$ cat src/rtl/psg_wait_gen.sv
module psg_wait_gen #(
  parameter int WAIT_CYC = 4,
  parameter int GROUP    = 4,
  parameter int PEND_W   = 3
) (
  input  logic clk,
  input  logic rst_n,
  input  logic acc_valid,
  input  logic acc_shadow,
  input  logic acc_byte,
  input  logic new_instr,
  input  logic block_move,
  input  logic rmw_write,
  output logic ready
);
  localparam int TW   = $clog2(WAIT_CYC + 1);
  localparam int GW   = (GROUP > 1) ? $clog2(GROUP) : 1;
  localparam int PMAX = (1 << PEND_W) - 1;

  logic [TW-1:0]     timer;
  logic [PEND_W-1:0] pend;
  logic [GW-1:0]     grp;
  logic [PEND_W:0]   total;

  wire accept   = acc_valid & (~acc_shadow | acc_byte);
  wire grp_last = (grp == GW'(GROUP - 1));
  wire further  = accept & ~new_instr & block_move & ~rmw_write;
  wire charge   = accept & (new_instr | rmw_write | (further & grp_last));
  wire done     = (timer <= TW'(1));

  assign total = {1'b0, pend} + {{PEND_W{1'b0}}, charge};
  assign ready = (timer == '0);

  always_ff @(posedge clk) begin
    if (!rst_n)
      grp <= '0;
    else if (accept & new_instr)
      grp <= '0;
    else if (further)
      grp <= grp_last ? '0 : grp + GW'(1);
  end

  always_ff @(posedge clk) begin
    if (!rst_n) begin
      timer <= '0;
      pend  <= '0;
    end else if (done) begin
      if (total != '0) begin
        timer <= TW'(WAIT_CYC);
        pend  <= PEND_W'(total - 1'b1);
      end else begin
        timer <= '0;
        pend  <= '0;
      end
    end else begin
      timer <= timer - TW'(1);
      pend  <= (total > (PEND_W+1)'(PMAX)) ? PEND_W'(PMAX) : PEND_W'(total);
    end
  end

  assert_idle_empty_R8: assert property (@(posedge clk) disable iff (!rst_n)
    ready |-> (pend == '0));

  assert_first_wait_R2: assert property (@(posedge clk) disable iff (!rst_n)
    (acc_valid && (!acc_shadow || acc_byte) && new_instr && ready) |=> !ready);

  assert_ignored_shadow_R6: assert property (@(posedge clk) disable iff (!rst_n)
    (acc_valid && acc_shadow && !acc_byte && ready) |=> ready);

  assert_no_extra_R3: assert property (@(posedge clk) disable iff (!rst_n)
    (acc_valid && !new_instr && !block_move && !rmw_write && ready) |=> ready);

  assert_gapless_R8: assert property (@(posedge clk) disable iff (!rst_n)
    $rose(ready) |-> ($past(pend) == '0));
endmodule

$ cat config.mk
export PLATFORM = sky130hd
export DESIGN_NAME = psg_wait_gen
export DESIGN_NICKNAME = d
export VERILOG_FILES = /design/src/rtl/psg_wait_gen.sv
export SDC_FILE = /design/constraint.sdc
export NUM_CORES = 1
export LEC_CHECK = 0
export ABC_CLOCK_PERIOD_IN_PS = 5250
export BUFFER_PORTS_ARGS = -buffer_cell sky130_fd_sc_hd__buf_2
export CORE_AREA = 2 2 39 41
export CTS_CLUSTER_DIAMETER = 30
export DETAILED_ROUTE_END_ITERATION = 10
export DIE_AREA = 0 0 41 43
export GPL_ROUTABILITY_DRIVEN = 0
export PLACE_DENSITY = 0.56
export SETUP_SLACK_MARGIN = 0.15
export SLEW_MARGIN = 5
export SYNTH_ARGS = -nofsm -noshare
export SYNTH_HDL_FRONTEND = slang
export SYNTH_SLANG_ARGS = --single-unit
$ cat constraint.sdc
create_clock -name clk -period 5.25 [get_ports clk]
set_input_delay 0.525 -clock clk [delete_from_list [all_inputs] [get_ports clk]]
set_output_delay 0.525 -clock clk [all_outputs]
set_load 0.02 [all_outputs]
==> impl_metrics.yaml <==
status:
  outcome: "finished clean"
drt:
  first_iter_violations: 11
  vias: 392
  vias_per_cell: 4.900
  route.detailed.drc: 0
  wl_per_cell_um: 10.35
  drt_first_pass_iters: 4
  ant_nets: 0
  finalWirelength_um: 828
pwr:
  irDropWorstVdd_mv: 0.1997
  swShare_pct: 37.98
  p_seq_share_pct: 35.3
  power_density_nw_per_um2: 454.8
  p_leak_uw: 0.0002725
  pwr-share-clk_pct: 18.7
  internal-power_uw: 153.9
  p_comb_share_pct: 46.0
  power.net_switching_uw: 94.25
synth:
  syn_nets: 67
  yosys_warnings: 0
  synth_cell_types: 22
  synth_edf_count: 0
  synth_common_cells: "8 x dfxtp_1, 6 x ha_1, 6 x nor2_1"
  syn-cell-area_um2: 462.9
  synthArstFlopShare_pct: 0
  ys_seq_area_share_pct: 34.59
  synthTopCellsByArea: "dfxtp_1 35%, ha_1 16%, o21ai_0 5.4%, nor2_1 4.9%, a21oi_1 4.3%"
  synth.most_common_cell: "dfxtp_1"
  synth_area_per_cell_um2: 8.735
  synth_area_leader_cell: "dfxtp_1"
  ys_ff_latch: 8
  netlist_instances: 53
  synth_top_flop_cell: "dfxtp_1"
  synth_top_area_share_pct: 34.59
setup_path:
  end_kind: "flop"
  crit_path_max_fanout: 3
  cp_slowest_cell: "ha_1"
  start_kind: "input port"
  crit_required_ps: 5440
  cp_cell_sequence: "buf_2 -> o21ai_0 -> a21oi_1 -> ha_1 -> ha_1 -> nor2_1 -> and3b_1 -> or3_1 -> a21oi_1"
  cp.arrival_ps: 2130
  critical_path_class: "input port to flop"
  critPathBufInv: 1
  critPathTopFamily: "simple AND/OR/NAND/NOR gates"
  max_stage_delay_ps: 320
clock_tree:
  clk_path_buf_depth: 2
  cts_num_sinks: 8
  post_cts_buffers: 0
  cts_root_buffer: "clkbuf_4"
  cts_tree: "built"
  htreeDepth: 1
  postCtsHoldBufs: 0
  clock_latency_ps: 250
  numCtsBuffers: 3
  ctsResizeCount: 0
  clk_pin_slew_ps: 60
timing:
  fin_crit_ps: 1940
  slew_viol_final: 0
  setup-tns-final_ps: 0
  final-setup-viol-count: 0
  slew_headroom_pct: 80.81
  final-hold-violation-count: 0
  fin_skew_ps: 7.803
  worst_slew_pin_slew_ps: 284.8
  rsz0062_at_grt: "no"
  post-route-period-util_pct: 36.96
  fmax_mhz: 515.4
global_routing:
  grt_use_total_pct: 11.28
  grt_antenna_before_repair: 0
  grt_pass1_wl_mm: 1.338
  grt_overflow: 0
  grt_pass1_vias: 366
  grt_max_degree: 6
floorplan:
  boundaryPins: 9
  die_area_um2: 1763
  start_util_pct: 33.45
  die_h_um: 43
  rows: 14
  die_w_um: 41
  fp.coreArea_um2: 1384
layout:
  multiInputGateArea_um2: 284.0
  layout-drive-gt1-share_pct: 20.31
  syn_to_final_growth_pct: 17.84
  final_nets: 80
  area.sequential_um2: 160.2
  utilization_pct: 39.42
  fill_cells: 156
  antennaDiodeCount: 0
placement:
  io_buffers: 8
  dp_hpwl_um: 667.9
flow_run:
  max_cap_violations: 0
min_path:
  hold_class: "flop to flop"
kinds of logic after synthesis:
family / synth area share, %
DFF: 34.59
and+or+nand+nor: 19.46
muxes: 2.162
xor gates and xnor gates: 3.784
adders and majority gates: 16.22
AOI/OAI and AO/OA: 19.73
buffers and inverters: 4.054
path summary, 6_finish.rpt:
kind                                from       end  slack, ps  cells after the start
worst max register to register    grp[0]   pend[0]       3320                      9
worst min-delay path            timer[0]  timer[0]        460                      1
worst min register to register  timer[0]  timer[0]        460                      1
worst max-delay path            acc_byte   pend[0]       3310                      9
flip-flops by register name, summed over array words and instances (netlist names):
signal / count
grp: 2
pend: 3
timer: 3
routing by layer:
metal  global-route usage [%]  share of wire (%)  vias up
met5                        0                  0        -
met4                    6.000                  0        0
met3                    3.141                5.4        0
met2                    17.19                 46       10
met1                    13.64                 49      172
li1                         -                  -      210
per-stage QoR:
stage | setup WS [ps] | area (µm²) | hold slack, ps | power [µW] | cells
2_1_floorplan | 3287 | 462.9 | 429.8 | 176.2 | 53
3_3_place_gp | 3084 | 523.0 | 446.9 | 200.7 | 77
3_5_place_dp | 3057 | 523.0 | 460.3 | 203.3 | 77
4_1_cts | 3310 | 545.5 | 468.9 | 251.0 | 80
5_1_grt | 3173 | 545.5 | 504.4 | 274.1 | 80
6_report | 3310 | 545.5 | 464.1 | 248.1 | 80
layout by cell type (no fill, tap or decap), drive strengths merged:
cell type | synthesis | routed
nand2 | 3 | 3
o21ai | 5 | 5
a221oi | 1 | 1
nand3b | 1 | 1
nor2 | 6 | 6
buf | 0 | 8
o211a | 1 | 1
a21oi | 4 | 4
nor2b | 1 | 1
or3 | 2 | 2
dfxtp | 8 | 8
clkbuf | 0 | 3
a2bb2oi | 1 | 1
xnor2 | 1 | 1
and3 | 1 | 1
and3b | 1 | 1
o21ba | 1 | 1
nor3 | 1 | 1
o2111ai | 1 | 1
xor2 | 1 | 1
ha | 6 | 6
or2 | 1 | 1
mux2i | 1 | 1
inv | 5 | 5
area by class of cell:
class | count | share of cell area (%)
clock buffers | 3 | 4.128
multi-input cells | 40 | 52.06
repair buffers | 8 | 7.339
flip-flops and latches | 8 | 29.36
well taps | 16 | 3.670
inverters | 5 | 3.440
power groups by stage:
stage | logic (µW) | registers [µW] | clock network (µW)
after global placement | 112 | 88.9 | 0
after floorplan | 89.4 | 86.7 | 0
after global routing | 130 | 90.8 | 52.8
final | 114 | 87.6 | 46.3
after CTS | 115 | 87.8 | 47.9
after detailed placement | 114 | 89.0 | 0
No activity file was read; power rests on OpenSTA's default activity.
